**src/rtl/i2c_cs_pkg.sv**
```systemverilog
// Shared types and step tables for the I2C condition sequencer.
// Assumes one timer tick equals a quarter SCL period.
package i2c_cs_pkg;

    typedef enum logic [1:0] {
        K_START  = 2'd0,
        K_RSTART = 2'd1,
        K_STOP   = 2'd2
    } cond_kind_e;

    localparam int STEP_W = 2;

    // Index of the final pattern of each condition.
    function automatic logic [STEP_W-1:0] last_step(cond_kind_e k);
        case (k)
            K_START:  last_step = 2'd1;
            K_RSTART: last_step = 2'd3;
            default:  last_step = 2'd2;
        endcase
    endfunction

    // Line pattern {scl_pull, sda_pull} held during step s of condition k.
    function automatic logic [1:0] pull_pattern(cond_kind_e k, logic [STEP_W-1:0] s);
        logic [1:0] p;
        p = 2'b11;
        case (k)
            K_START: begin
                case (s)
                    2'd0:    p = 2'b01;
                    default: p = 2'b11;
                endcase
            end
            K_RSTART: begin
                case (s)
                    2'd0:    p = 2'b10;
                    2'd1:    p = 2'b00;
                    2'd2:    p = 2'b01;
                    default: p = 2'b11;
                endcase
            end
            default: begin
                case (s)
                    2'd0:    p = 2'b11;
                    2'd1:    p = 2'b01;
                    default: p = 2'b00;
                endcase
            end
        endcase
        return p;
    endfunction

endpackage

```
**src/rtl/i2c_cs_req.sv**
```systemverilog
// Request register pair: holds the start and stop request bits.
// Accepts a write only when idle with nothing pending; clears a bit when its
// condition completes. Start wins when both are written together.
module i2c_cs_req
    import i2c_cs_pkg::*;
(
    input  logic       clk,
    input  logic       rst_n,
    input  logic       en_i,
    input  logic       strt_wr_i,
    input  logic       stp_wr_i,
    input  logic       bus_busy_i,
    input  logic       seq_active_i,
    input  logic       done_i,
    input  cond_kind_e done_kind_i,
    output logic       strt_q_o,
    output logic       stp_q_o
);

    logic accept;

    // New writes only land when the sequencer is quiet.
    always_comb accept = en_i && !seq_active_i && !strt_q_o && !stp_q_o;

    // Set on accepted write, clear on completion or disable.
    always_ff @(posedge clk) begin
        if (!rst_n || !en_i) begin
            strt_q_o <= 1'b0;
            stp_q_o  <= 1'b0;
        end else if (done_i) begin
            if (done_kind_i == K_STOP) stp_q_o  <= 1'b0;
            else                       strt_q_o <= 1'b0;
        end else if (accept) begin
            if (strt_wr_i)                    strt_q_o <= 1'b1;
            else if (stp_wr_i && bus_busy_i)  stp_q_o  <= 1'b1;
        end
    end

endmodule

```
**src/rtl/i2c_cs_steps.sv**
```systemverilog
// Step sequencer: walks the pattern list of one condition, one tick per step.
// Assumes launch_i is only raised while inactive. Waits on a released SCL
// that reads low (clock stretching).
module i2c_cs_steps
    import i2c_cs_pkg::*;
(
    input  logic       clk,
    input  logic       rst_n,
    input  logic       en_i,
    input  logic       launch_i,
    input  cond_kind_e launch_kind_i,
    input  logic       tick_i,
    input  logic       scl_i,
    output logic       active_o,
    output cond_kind_e kind_o,
    output logic       scl_pull_o,
    output logic       sda_pull_o,
    output logic       bus_busy_o,
    output logic       done_o
);

    logic [STEP_W-1:0] step_q;
    logic              advance;
    logic [1:0]        first_pat;
    logic [1:0]        next_pat;

    // A step ends on a tick unless SCL was released and is still low.
    always_comb advance = active_o && tick_i && (scl_pull_o || scl_i);

    // Completion is the advance out of the final step.
    always_comb done_o = advance && (step_q == last_step(kind_o));

    // Patterns for the first step and the following step.
    always_comb begin
        first_pat = pull_pattern(launch_kind_i, '0);
        next_pat  = pull_pattern(kind_o, step_q + 1'b1);
    end

    // Step state, line drives and bus ownership.
    always_ff @(posedge clk) begin
        if (!rst_n || !en_i) begin
            active_o   <= 1'b0;
            kind_o     <= K_START;
            step_q     <= '0;
            scl_pull_o <= 1'b0;
            sda_pull_o <= 1'b0;
            bus_busy_o <= 1'b0;
        end else if (launch_i) begin
            active_o   <= 1'b1;
            kind_o     <= launch_kind_i;
            step_q     <= '0;
            scl_pull_o <= first_pat[1];
            sda_pull_o <= first_pat[0];
        end else if (done_o) begin
            active_o   <= 1'b0;
            bus_busy_o <= (kind_o != K_STOP);
        end else if (advance) begin
            step_q     <= step_q + 1'b1;
            scl_pull_o <= next_pat[1];
            sda_pull_o <= next_pat[0];
        end
    end

endmodule

```
**src/rtl/i2c_cs_bytestub.sv**
```systemverilog
// Byte engine stand-in: raises transmit or receive busy for BYTE_TICKS ticks,
// then counts a guard time of GUARD_TICKS ticks before conditions may run.
module i2c_cs_bytestub #(
    parameter int BYTE_TICKS  = 36,
    parameter int GUARD_TICKS = 2
) (
    input  logic clk,
    input  logic rst_n,
    input  logic en_i,
    input  logic tick_i,
    input  logic allow_i,
    input  logic tx_go_i,
    input  logic rx_go_i,
    output logic tx_busy_o,
    output logic rx_busy_o,
    output logic ready_o
);

    localparam int CNT_W = $clog2(BYTE_TICKS + 1);
    localparam int GRD_W = $clog2(GUARD_TICKS + 1);
    localparam logic [CNT_W-1:0] CNT_LAST = CNT_W'(BYTE_TICKS - 1);
    localparam logic [GRD_W-1:0] GRD_FULL = GRD_W'(GUARD_TICKS);

    logic [CNT_W-1:0] cnt_q;
    logic [GRD_W-1:0] grd_q;
    logic             idle;

    always_comb idle = !tx_busy_o && !rx_busy_o;

    // Conditions may proceed once idle and the guard has filled.
    always_comb ready_o = idle && (grd_q == GRD_FULL);

    // Byte timing and post-byte guard counting.
    always_ff @(posedge clk) begin
        if (!rst_n || !en_i) begin
            tx_busy_o <= 1'b0;
            rx_busy_o <= 1'b0;
            cnt_q     <= '0;
            grd_q     <= GRD_FULL;
        end else if (idle) begin
            if (allow_i && (tx_go_i || rx_go_i)) begin
                tx_busy_o <= tx_go_i;
                rx_busy_o <= !tx_go_i;
                cnt_q     <= '0;
                grd_q     <= '0;
            end else if (tick_i && grd_q != GRD_FULL) begin
                grd_q <= grd_q + 1'b1;
            end
        end else if (tick_i) begin
            if (cnt_q == CNT_LAST) begin
                tx_busy_o <= 1'b0;
                rx_busy_o <= 1'b0;
                cnt_q     <= '0;
            end else begin
                cnt_q <= cnt_q + 1'b1;
            end
        end
    end

endmodule

```
**src/rtl/i2c_cond_seq.sv**
```systemverilog
// Top of the I2C master condition sequencer. Joins the request bits, the
// step sequencer and the byte stub. Chooses the condition kind at launch:
// start request on a free bus gives START, on a busy bus a repeated START.
module i2c_cond_seq
    import i2c_cs_pkg::*;
#(
    parameter int BYTE_TICKS  = 36,
    parameter int GUARD_TICKS = 2
) (
    input  logic clk,
    input  logic rst_n,
    input  logic en_i,
    input  logic strt_wr_i,
    input  logic stp_wr_i,
    input  logic tick_i,
    input  logic scl_i,
    input  logic tx_go_i,
    input  logic rx_go_i,
    output logic scl_pull_o,
    output logic sda_pull_o,
    output logic bus_busy_o,
    output logic strt_o,
    output logic stp_o,
    output logic tx_busy_o,
    output logic rx_busy_o
);

    logic       seq_active;
    logic       seq_done;
    cond_kind_e seq_kind;
    cond_kind_e launch_kind;
    logic       launch;
    logic       eng_ready;
    logic       byte_allow;

    // Start a sequence when a request waits and the byte side is settled.
    always_comb begin
        launch      = en_i && !seq_active && (strt_o || stp_o) && eng_ready;
        launch_kind = strt_o ? (bus_busy_o ? K_RSTART : K_START) : K_STOP;
        byte_allow  = bus_busy_o && !seq_active && !strt_o && !stp_o;
    end

    i2c_cs_req u_req (
        .clk          (clk),
        .rst_n        (rst_n),
        .en_i         (en_i),
        .strt_wr_i    (strt_wr_i),
        .stp_wr_i     (stp_wr_i),
        .bus_busy_i   (bus_busy_o),
        .seq_active_i (seq_active),
        .done_i       (seq_done),
        .done_kind_i  (seq_kind),
        .strt_q_o     (strt_o),
        .stp_q_o      (stp_o)
    );

    i2c_cs_steps u_steps (
        .clk           (clk),
        .rst_n         (rst_n),
        .en_i          (en_i),
        .launch_i      (launch),
        .launch_kind_i (launch_kind),
        .tick_i        (tick_i),
        .scl_i         (scl_i),
        .active_o      (seq_active),
        .kind_o        (seq_kind),
        .scl_pull_o    (scl_pull_o),
        .sda_pull_o    (sda_pull_o),
        .bus_busy_o    (bus_busy_o),
        .done_o        (seq_done)
    );

    i2c_cs_bytestub #(
        .BYTE_TICKS  (BYTE_TICKS),
        .GUARD_TICKS (GUARD_TICKS)
    ) u_byte (
        .clk       (clk),
        .rst_n     (rst_n),
        .en_i      (en_i),
        .tick_i    (tick_i),
        .allow_i   (byte_allow),
        .tx_go_i   (tx_go_i),
        .rx_go_i   (rx_go_i),
        .tx_busy_o (tx_busy_o),
        .rx_busy_o (rx_busy_o),
        .ready_o   (eng_ready)
    );

endmodule

```
**config.mk**
```make
export PLATFORM = sky130hd
export DESIGN_NAME = i2c_cond_seq
export DESIGN_NICKNAME = d
export VERILOG_FILES = /design/src/rtl/i2c_cs_pkg.sv /design/src/rtl/i2c_cs_req.sv /design/src/rtl/i2c_cs_steps.sv /design/src/rtl/i2c_cs_bytestub.sv /design/src/rtl/i2c_cond_seq.sv
export SDC_FILE = /design/constraint.sdc
export NUM_CORES = 1
export LEC_CHECK = 0
export BUFFER_PORTS_ARGS = -buffer_cell sky130_fd_sc_hd__buf_4
export CAP_MARGIN = 20
export CELL_PAD_IN_SITES_DETAIL_PLACEMENT = 1
export CELL_PAD_IN_SITES_GLOBAL_PLACEMENT = 1
export CORE_MARGIN = 2
export CORE_UTILIZATION = 47
export CTS_BUF_LIST = sky130_fd_sc_hd__clkbuf_2 sky130_fd_sc_hd__clkbuf_4 sky130_fd_sc_hd__clkbuf_8
export DETAILED_ROUTE_END_ITERATION = 12
export MAX_ROUTING_LAYER = met4
export PLACE_DENSITY = 0.95
export SLEW_MARGIN = 20
export SYNTH_ARGS = -nofsm -noshare
export SYNTH_HDL_FRONTEND = slang
export SYNTH_SLANG_ARGS = --single-unit
```
**constraint.sdc**
```tcl
create_clock -name clk -period 3.15 [get_ports clk]
set_input_delay 0.63 -clock clk [delete_from_list [all_inputs] [get_ports clk]]
set_output_delay 0.63 -clock clk [all_outputs]
set_load 0.05 [all_outputs]
```
==> flow_metrics.py, run 1 <==
metrics = {
    "status": {
        "status": "finished clean",
    },
    "die": {
        "dieArea_sq_mm": 0.00268,
        "design.core.area_sq_mm": 0.00219,
        "fp.dieW_um": 51.8,
        "row_count": 17,
        "io_pins": 16,
        "start_util": 0.489,
        "die_h_um": 51.8,
    },
    "clock_network": {
        "clkLatencyLatePin_ns": 0.29,
        "htree_num_levels": 1,
        "tritoncts": "built",
        "numCtsBuffers": 3,
        "clk_pin_slew_worst_paths_ns": 0.12,
        "cts_buffer_depth": 2,
        "clock-sinks": 20,
        "hold_buffers": 0,
        "post_cts_resized": 0,
        "postCtsSetupBuffers": 0,
        "root_buffer": "clkbuf_4",
    },
    "critical_path": {
        "max_stage_delay_ns": 0.62,
        "slowest_stage": "or4_1",
        "crit_chain": "and4b_1 -> or4_1 -> mux2_4 -> o211a_1",
        "critPathCaptureType": "register",
        "worstSetupPathType": "reg -> reg",
        "arrival_ns": 2.23,
        "worstPathRequired_ns": 3.35,
        "startpoint_type": "register",
        "critPathMaxFanout": 9,
    },
    "synth": {
        "synth_edf_count": 0,
        "synth_seq_cells": 20,
        "yosysSeqAreaShare": 0.373,
        "async_flop_share": 0,
        "synthTopCellsByCount": "dfxtp_1 (20), nand2_1 (12), nor2_1 (8)",
        "synth_warnings": 0,
        "syn_inst": 123,
        "synthFlopType": "dfxtp_1",
        "yosys.area.top_type": "dfxtp_1",
        "synth_area_sq_mm": 0.00107,
        "synth_cell_types": 47,
        "avgSynthCellArea_sq_um": 8.72,
        "synth.net_count": 135,
        "yosysMostFrequentCell": "dfxtp_1",
        "synth_area_leaders": "dfxtp_1 (37%), nand2_1 (4.2%), ha_1 (3.5%), nor4b_1 (3.3%), mux2i_1 (2.8%)",
        "yosysTopAreaCellShare": 0.373,
    },
    "layout": {
        "stdcell_count": 164,
        "fin_area_sq_mm": 0.00123,
        "drive_above_1_share": 0.162,
        "fin_util": 0.561,
        "diodes": 0,
        "syn_to_final_growth_pct": 14.6,
        "final_nets": 149,
    },
    "sta": {
        "tightest_slew_ns": 0.710,
        "maxSlewHeadroom": 0.523,
        "slew_viol_final": 0,
        "min_period_ns": 2.03,
        "setup_tns_ns": 0,
        "setup_violations": 0,
        "finalCritPeriodShare": 0.644,
        "grt_setup_unrepaired": "no",
        "hold_violations": 0,
        "max_freq_mhz": 493,
        "finalClockSkew_ns": 0.00221,
    },
    "drt": {
        "vias_per_cell": 6.41,
        "drcViolationCount": 0,
        "drtPass1Iterations": 4,
        "vias": 1051,
        "drt_iter0_markers": 20,
        "wl_per_cell_um": 18.6,
        "ant_nets": 0,
        "drt_wl_total_um": 3050,
    },
    "place": {
        "dp_cells": 160,
        "gp_congestion": 0.831,
        "dp_hpwl_um": 2160,
        "dpl_cell_area_sq_mm": 0.00119,
        "io_buffers": 15,
    },
    "worst_hold_path": {
        "worst_hold_path_type": "reg -> reg",
    },
    "power": {
        "ir_drop_v": 0.000277,
        "p_per_area_mw_per_mm2": 355,
        "p_total_mw": 0.436,
        "power_leakage_nw": 0.511,
    },
    "grt": {
        "grt_pass1_vias": 1082,
        "grt_max_degree": 14,
        "grt_use_total": 0.267,
        "grt_overflow": 0,
        "grt_first_pass_wirelength_um": 5260,
        "antenna_found_initial": 0,
    },
    "flow_run": {
        "maxCapViolCount": 0,
    },
}
[placed cells by master, fill, tap and decap left out, types with 2 or more instances in the layout]
cell / count
dfxtp_1: 20
buf_4: 15
nand2_1: 12
nor2_1: 8
o21ai_0: 5
inv_1: 4
nor4b_1: 4
nor3_1: 4
nand3_1: 4
a21oi_1: 4
nor2b_1: 3
nand4_1: 3
mux2i_1: 3
ha_1: 3
clkbuf_4: 3
o21a_1: 2
xnor2_1: 2
or2_2: 2
o2111ai_1: 2
a31oi_1: 2
a211oi_1: 2
nand2b_1: 2
or3_1: 2
a211o_1: 2
[where the power goes]
group	switching, mW	internal [mW]	leakage (nW)
Sequential	0.00206	0.254	0.161
Combinational	0.0180	0.0122	0.329
Clock	0.0797	0.0704	0.0210
Total	0.0998	0.336	0.511
[stage by stage]
stage	hold WS, ns	setup slack, ns
global route	0.541	1.08
detailed placement	0.484	0.924
CTS	0.508	1.15
global placement	0.464	0.970
finish	0.509	1.12
floorplan	0.442	1.05
[worst max-delay path, delay by kind of cell, from the launching register on]
| family | cells | cell delay, ns |
|---|---|---|
| AOI/OAI and AO/OA | 1 | 0.21 |
| DFF | 1 | 0.51 |
| muxes | 1 | 0.35 |
| and+or+nand+nor | 2 | 0.87 |
[cells by family (layout without fill, tap and decap cells)]
kind of cell    after synthesis  count (layout)  share of synthesized area
mux                           4               4                     0.0420
fa+ha+maj                     3               3                     0.0350
flops                        20              20                      0.373
compound gates               32              32                      0.225
xor+xnor                      3               3                     0.0245
buf+inv                      10              23                     0.0397
simple gates                 51              51                      0.260
[path summary, 6_finish.rpt]
kind              slack, ns                              end  depth (start not counted)                           start
setup / recovery       1.12  u_steps.sda_pull_o$_SDFFE_PP0P_                          4  u_steps.kind_o[1]$_SDFFE_PP0P_
hold / removal         0.51     u_byte.cnt_q[4]$_SDFFE_PP0P_                          1    u_byte.cnt_q[4]$_SDFFE_PP0P_
setup reg to reg       1.12  u_steps.sda_pull_o$_SDFFE_PP0P_                          4  u_steps.kind_o[1]$_SDFFE_PP0P_
hold reg to reg        0.51     u_byte.cnt_q[4]$_SDFFE_PP0P_                          1    u_byte.cnt_q[4]$_SDFFE_PP0P_
[cell type report]
type	count	area, sq um
clock buffer	4	36.3
fill	270	962
tap	28	35.0
sequential	20	400
timing repair buffer	15	113
multi-input combinational	93	629
inverter	4	15.0
[per-layer routing]
metal	GRT usage	wire length [um]	vias up
met5	-	0	-
met4	0.0921	53	0
met3	0.0489	96	6
met2	0.419	1520	31
met1	0.347	1380	522
li1	-	-	492
[flip-flops by register name, indices dropped and copies added (netlist names), 2 cells and up]
register	cells
u_steps.step_q	2
u_byte.cnt_q	6
u_steps.kind_o	2
u_byte.grd_q	2
Note: power is estimated with default switching activity, not from simulation.
==> run 2: changes to the inputs <==
--- a/config.mk
+++ b/config.mk
@@ -10,11 +10,11 @@
 export CELL_PAD_IN_SITES_DETAIL_PLACEMENT = 1
 export CELL_PAD_IN_SITES_GLOBAL_PLACEMENT = 1
 export CORE_MARGIN = 2
-export CORE_UTILIZATION = 47
+export CORE_UTILIZATION = 39
 export CTS_BUF_LIST = sky130_fd_sc_hd__clkbuf_2 sky130_fd_sc_hd__clkbuf_4 sky130_fd_sc_hd__clkbuf_8
 export DETAILED_ROUTE_END_ITERATION = 12
 export MAX_ROUTING_LAYER = met4
-export PLACE_DENSITY = 0.95
+export PLACE_DENSITY = 0.88
 export SLEW_MARGIN = 20
 export SYNTH_ARGS = -nofsm -noshare
 export SYNTH_HDL_FRONTEND = slang
==> constraint.sdc (replaced) <==
create_clock -name clk -period 1.8 [get_ports clk]
set_input_delay 0.36 -clock clk [delete_from_list [all_inputs] [get_ports clk]]
set_output_delay 0.36 -clock clk [all_outputs]
set_load 0.05 [all_outputs]
==> run 2 against run 1 <==
Net effect:
- final cell count rose by 9.8%
- total power rose by 78%
- clock skew barely moved
- critical endpoint unchanged
- flip-flop and latch count did not move
- global-route usage fell by 6.8 points
- clock power rose by 82%
- die area rose by 19%
- non-clock buffer count rose by 13
- highest routed layer unchanged
- critical path depth did not move
- sequential share of layout area fell by 2.3 points
==> flow_metrics.py, run 2 (synthesis gave the netlist of run 1 again) <==
metrics = {
    "grt": {
        "grt_use_total": 0.199,
        "gr-usage-met3": 0.0276,
        "grt_max_degree": 13,
        "grtUsageMet2": 0.339,
        "grt_overflow": 0,
        "grt-busiest-layer": "met2",
        "grt_util_met1": 0.237,
        "grt_first_pass_wirelength_um": 4930,
        "antenna_found_initial": 0,
        "grt_pass1_vias": 1127,
    },
    "drt": {
        "vias_per_cell": 5.93,
        "wl_per_cell_um": 16.7,
        "drt_wl_total_um": 3010,
        "ant_nets": 0,
        "drt_iter0_markers": 10,
        "vias": 1068,
        "drcViolationCount": 0,
        "drtPass1Iterations": 4,
    },
    "place": {
        "io_buffers": 15,
        "gp_congestion": 0.841,
        "dp_hpwl_um": 2280,
    },
    "layout": {
        "final_common_cell": "buf_4",
        "mostFrequentLayoutCells": "buf_4 (28), dfxtp_1 (14), nand2_1 (12), nor2_1 (8)",
        "top_register": "u_byte.cnt_q",
        "fin_util": 0.505,
        "final_nets": 162,
        "drive_above_1_share": 0.289,
        "syn_to_final_growth_pct": 26.5,
        "largest_reg_flops": 6,
        "diodes": 0,
    },
    "clock_network": {
        "clkLatencyLatePin_ns": 0.30,
        "numCtsBuffers": 3,
        "root_buffer": "clkbuf_4",
        "htree_num_levels": 1,
        "cts_buffer_depth": 2,
        "hold_buffers": 0,
        "clock-sinks": 20,
        "post_cts_resized": 2,
        "clk_pin_slew_worst_paths_ns": 0.12,
        "tritoncts": "built",
        "postCtsSetupBuffers": 0,
    },
    "flow_run": {
        "maxCapViolCount": 0,
    },
    "sta": {
        "min_period_ns": 1.75,
        "maxSlewHeadroom": 0.659,
        "setup_tns_ns": 0,
        "tightest_slew_ns": 0.508,
        "max_freq_mhz": 573,
        "setup_violations": 0,
        "slew_viol_final": 0,
        "finalCritPeriodShare": 0.970,
        "grt_setup_unrepaired": "no",
        "holdWs_ns": 0.329,
        "hold_violations": 0,
        "finalClockSkew_ns": 0.00208,
    },
    "die": {
        "row_count": 19,
        "dieArea_sq_mm": 0.00318,
        "start_util": 0.399,
        "fp.dieW_um": 56.4,
        "design.core.area_sq_mm": 0.00269,
        "die_h_um": 56.4,
        "io_pins": 16,
    },
    "critical_path": {
        "r2r_setup_slack_ns": 0.05,
        "arrival_ns": 1.96,
        "worstSetupPathType": "reg -> reg",
        "worstPathRequired_ns": 2.01,
        "critPathMaxFanout": 6,
        "crit_chain": "and4b_1 -> or4_4 -> mux2_4 -> o211a_1",
        "critPathCaptureType": "register",
        "startpoint_type": "register",
        "max_stage_delay_ns": 0.53,
        "slowest_stage": "or4_4",
    },
    "power": {
        "seqPwrFrac": 0.571,
        "swShare": 0.237,
        "p_int_mw": 0.594,
        "power.switching_mw": 0.185,
        "p_per_area_mw_per_mm2": 574,
        "power_leakage_nw": 0.578,
        "clockPowerShare": 0.350,
        "p_comb_frac": 0.078,
        "ir_drop_v": 0.000427,
        "p_total_mw": 0.778,
    },
    "worst_hold_path": {
        "worst_hold_path_type": "in -> reg",
    },
    "status": {
        "status": "finished clean",
    },
}
[run 2: cell types whose count changed in the layout (fill, tap and decap cells not counted)]
cell	before	now
ha_1	3	2
dfxtp_2	0	5
or4_4	0	1
buf_4	15	28
or4_1	1	0
dfxtp_4	0	1
dfxtp_1	20	14
ha_4	0	1
[run 2: critical path, delay by kind of cell, from the launching register on]
family	cells	cell delay, ns
AND/OR/NAND/NOR	2	0.76
flip-flops	1	0.39
multiplexers	1	0.32
AO/OA/AOI/OAI	1	0.20
[run 2: per-layer routing]
layer / part of all wire / vias to the layer above / wire length, um
met3: 0.037 / 6 / 112
li1: - / 519 / -
met1: 0.45 / 517 / 1360
met5: 0 / - / 0
met2: 0.49 / 26 / 1480
met4: 0.018 / 0 / 54
[run 2: power groups by stage]
stage / combinational, mW / clock, mW / sequential (mW)
2_1_floorplan: 0.0233 / 0 / 0.458
3_3_place_gp: 0.0578 / 0 / 0.454
3_5_place_dp: 0.0603 / 0 / 0.454
4_1_cts: 0.0607 / 0.280 / 0.445
5_1_grt: 0.0656 / 0.301 / 0.445
6_report: 0.0609 / 0.273 / 0.445
[run 2: per-stage QoR]
stage	cells	area [sq um]	setup slack, ns
after detailed placement	176	1300	-0.0666
after CTS	180	1340	0.0232
after global placement	176	1300	0.0154
after floorplan	123	1080	-0.0130
after global routing	180	1360	0.00173
final	180	1360	0.0545
[run 2: final cells by class]
cell class	count	area, sq um
multi-input combinational	93	646
tap	31	38.8
timing repair buffer	28	210
clock buffer	4	36.3
sequential	20	410
fill	330	1330
inverter	4	15.0
[run 2: path summary, 6_finish.rpt]
path                                                      from                         endpoint  cells after the start
worst max register to register  u_steps.step_q[1]$_SDFFE_PP0P_  u_steps.sda_pull_o$_SDFFE_PP0P_                      4
worst min-delay path                                   tx_go_i    u_byte.tx_busy_o$_SDFFE_PP0P_                      3
worst max-delay path            u_steps.step_q[1]$_SDFFE_PP0P_  u_steps.sda_pull_o$_SDFFE_PP0P_                      4
worst min register to register    u_byte.cnt_q[5]$_SDFFE_PP0P_     u_byte.cnt_q[5]$_SDFFE_PP0P_                      1
==> run 3: changes to the inputs <==
--- a/config.mk
+++ b/config.mk
@@ -11,7 +11,7 @@
 export CELL_PAD_IN_SITES_GLOBAL_PLACEMENT = 1
 export CORE_MARGIN = 2
 export CORE_UTILIZATION = 39
-export CTS_BUF_LIST = sky130_fd_sc_hd__clkbuf_2 sky130_fd_sc_hd__clkbuf_4 sky130_fd_sc_hd__clkbuf_8
+export CTS_BUF_LIST = sky130_fd_sc_hd__clkbuf_8
 export DETAILED_ROUTE_END_ITERATION = 12
 export MAX_ROUTING_LAYER = met4
 export PLACE_DENSITY = 0.88
==> run 3 against run 2 <==
Net effect:
- final cell count unchanged
- first-iteration DRC count up 70%
- clock skew is essentially flat
- worst setup slack lost 0.026 ns
- total power rose by 11%
- die area is the same
- count of clock-buffer cells in the layout unchanged
- register-to-register slack lost 0.03 ns
- combinational power grew 1%
- critical path type unchanged
- highest routed layer unchanged
==> flow_metrics.py, run 3 (synthesis gave the netlist of run 1 again) <==
metrics = {
    "clock_network": {
        "clk_pin_slew_worst_paths_ns": 0.08,
        "root_buffer": "clkbuf_8",
        "numCtsBuffers": 3,
        "hold_buffers": 0,
        "postCtsSetupBuffers": 0,
        "clkLatencyLatePin_ns": 0.26,
        "cts_buffer_depth": 2,
        "htree_num_levels": 1,
        "clock-sinks": 20,
        "tritoncts": "built",
    },
    "power": {
        "power_leakage_nw": 0.586,
        "ir_drop_v": 0.000332,
        "p_per_area_mw_per_mm2": 626,
        "p_total_mw": 0.861,
    },
    "worst_hold_path": {
        "hold-path-cell-count": 3,
        "hold_end": "u_byte.tx_busy_o$_SDFFE_PP0P_",
        "worstHoldStart": "tx_go_i",
        "worst_hold_path_type": "in -> reg",
    },
    "critical_path": {
        "cp-startpoint": "u_steps.kind_o[0]$_SDFFE_PP0P_",
        "rr_worst_depth": 4,
        "startpoint_type": "register",
        "worstPathRequired_ns": 1.96,
        "worstSetupPathType": "reg -> reg",
        "r2r_end": "u_steps.sda_pull_o$_SDFFE_PP0P_",
        "r2r_setup_slack_ns": 0.03,
        "critPathMaxFanout": 6,
        "arrival_ns": 1.93,
        "timing.rr.start": "u_steps.kind_o[0]$_SDFFE_PP0P_",
        "critPathCaptureType": "register",
    },
    "place": {
        "dp_hpwl_um": 2280,
        "io_buffers": 15,
        "place_ws_ns": -0.0666,
        "dp_cells": 176,
        "gp_congestion": 0.841,
    },
    "die": {
        "start_util": 0.399,
        "row_count": 19,
        "die_h_um": 56.4,
        "design.core.area_sq_mm": 0.00269,
        "fp.dieW_um": 56.4,
        "dieArea_sq_mm": 0.00318,
        "io_pins": 16,
    },
    "grt": {
        "grt_use_total": 0.209,
        "grt_max_degree": 13,
        "antenna_found_initial": 0,
        "grt_pass1_vias": 1142,
        "grt_first_pass_wirelength_um": 5050,
        "grt_overflow": 0,
    },
    "sta": {
        "maxSlewHeadroom": 0.659,
        "finalCritPeriodShare": 0.984,
        "setup_tns_ns": 0,
        "min_period_ns": 1.77,
        "grt_setup_unrepaired": "no",
        "hold_violations": 0,
        "tightest_slew_ns": 0.508,
        "holdWs_ns": 0.383,
        "setup_ws_ns": 0.0284,
        "slew_viol_final": 0,
        "max_freq_mhz": 564,
        "finalClockSkew_ns": 0.00200,
        "setup_violations": 0,
    },
    "drt": {
        "wl_per_cell_um": 17.5,
        "drt_wl_total_um": 3160,
        "vias": 1069,
        "ant_nets": 0,
        "drtPass1Iterations": 4,
        "drcViolationCount": 0,
        "drt_iter0_markers": 17,
        "vias_per_cell": 5.94,
    },
    "flow_run": {
        "maxCapViolCount": 0,
    },
    "layout": {
        "drive_above_1_share": 0.289,
        "top_register": "u_byte.cnt_q",
        "syn_to_final_growth_pct": 28.2,
        "fillers": 336,
        "stdcell_count": 180,
        "final_common_cell": "buf_4",
        "final_nets": 162,
        "mostFrequentLayoutCells": "buf_4 (28), dfxtp_1 (14), nand2_1 (12), nor2_1 (8)",
        "largest_reg_flops": 6,
        "diodes": 0,
        "multi_input_area_sq_um": 646,
        "regArea_sq_um": 410,
    },
    "status": {
        "status": "finished clean",
    },
}
[run 3: cell types whose count changed in the layout (fill, tap and decap cells not counted)]
cell	change
clkbuf_4	-3
clkbuf_8	+3
[run 3: area by class of cell]
type | instances | share of cell area
multi-input cells | 93 | 0.470
flip-flops and latches | 20 | 0.298
repair buffers | 28 | 0.153
clock buffers | 4 | 0.0400
well taps | 31 | 0.0282
inverters | 4 | 0.0109
[run 3: worst max path at each step]
| stage | to | cells past startpoint |
|---|---|---|
| 2_1_floorplan | u_steps.sda_pull_o$_SDFFE_PP0P_ | 5 |
| 3_3_place_gp | u_steps.sda_pull_o$_SDFFE_PP0P_ | 5 |
| 3_5_place_dp | u_steps.sda_pull_o$_SDFFE_PP0P_ | 5 |
| 4_1_cts | u_steps.scl_pull_o$_SDFFE_PP0P_ | 5 |
| 5_1_grt | u_steps.sda_pull_o$_SDFFE_PP0P_ | 4 |
| 6_report | u_steps.sda_pull_o$_SDFFE_PP0P_ | 4 |
[run 3: timing repair]
action	in CTS	in global routing
setup endpoints to repair	2	2
hold endpoints to repair	0	0
resized for setup	2	4
[run 3: routing by layer]
layer,vias to the layer above,track usage,wire (um)
met5,-,-,0
met4,0,0.0850,44
li1,522,-,-
met2,24,0.355,1600
met1,518,0.245,1400
met3,5,0.0323,112
[run 3: metrics by stage]
stage,instance area [sq um],utilization
after detailed placement,1300,0.483
final,1380,0.512
after CTS,1360,0.506
after global placement,1300,0.483
after global routing,1380,0.512
after floorplan,1080,-
[run 3: critical path, cell delays in order (launching register included)]
cell	delay (ns)
dfxtp_1	0.46
nor4b_1	0.12
or4_4	0.57
mux2_4	0.32
o211a_1	0.20
[run 3: report_power, final]
| group | total [mW] | switching, mW | internal (mW) |
|---|---|---|---|
| sequential | 0.444 | 0.00163 | 0.442 |
| combinational | 0.0617 | 0.0342 | 0.0275 |
| clock | 0.355 | 0.160 | 0.195 |
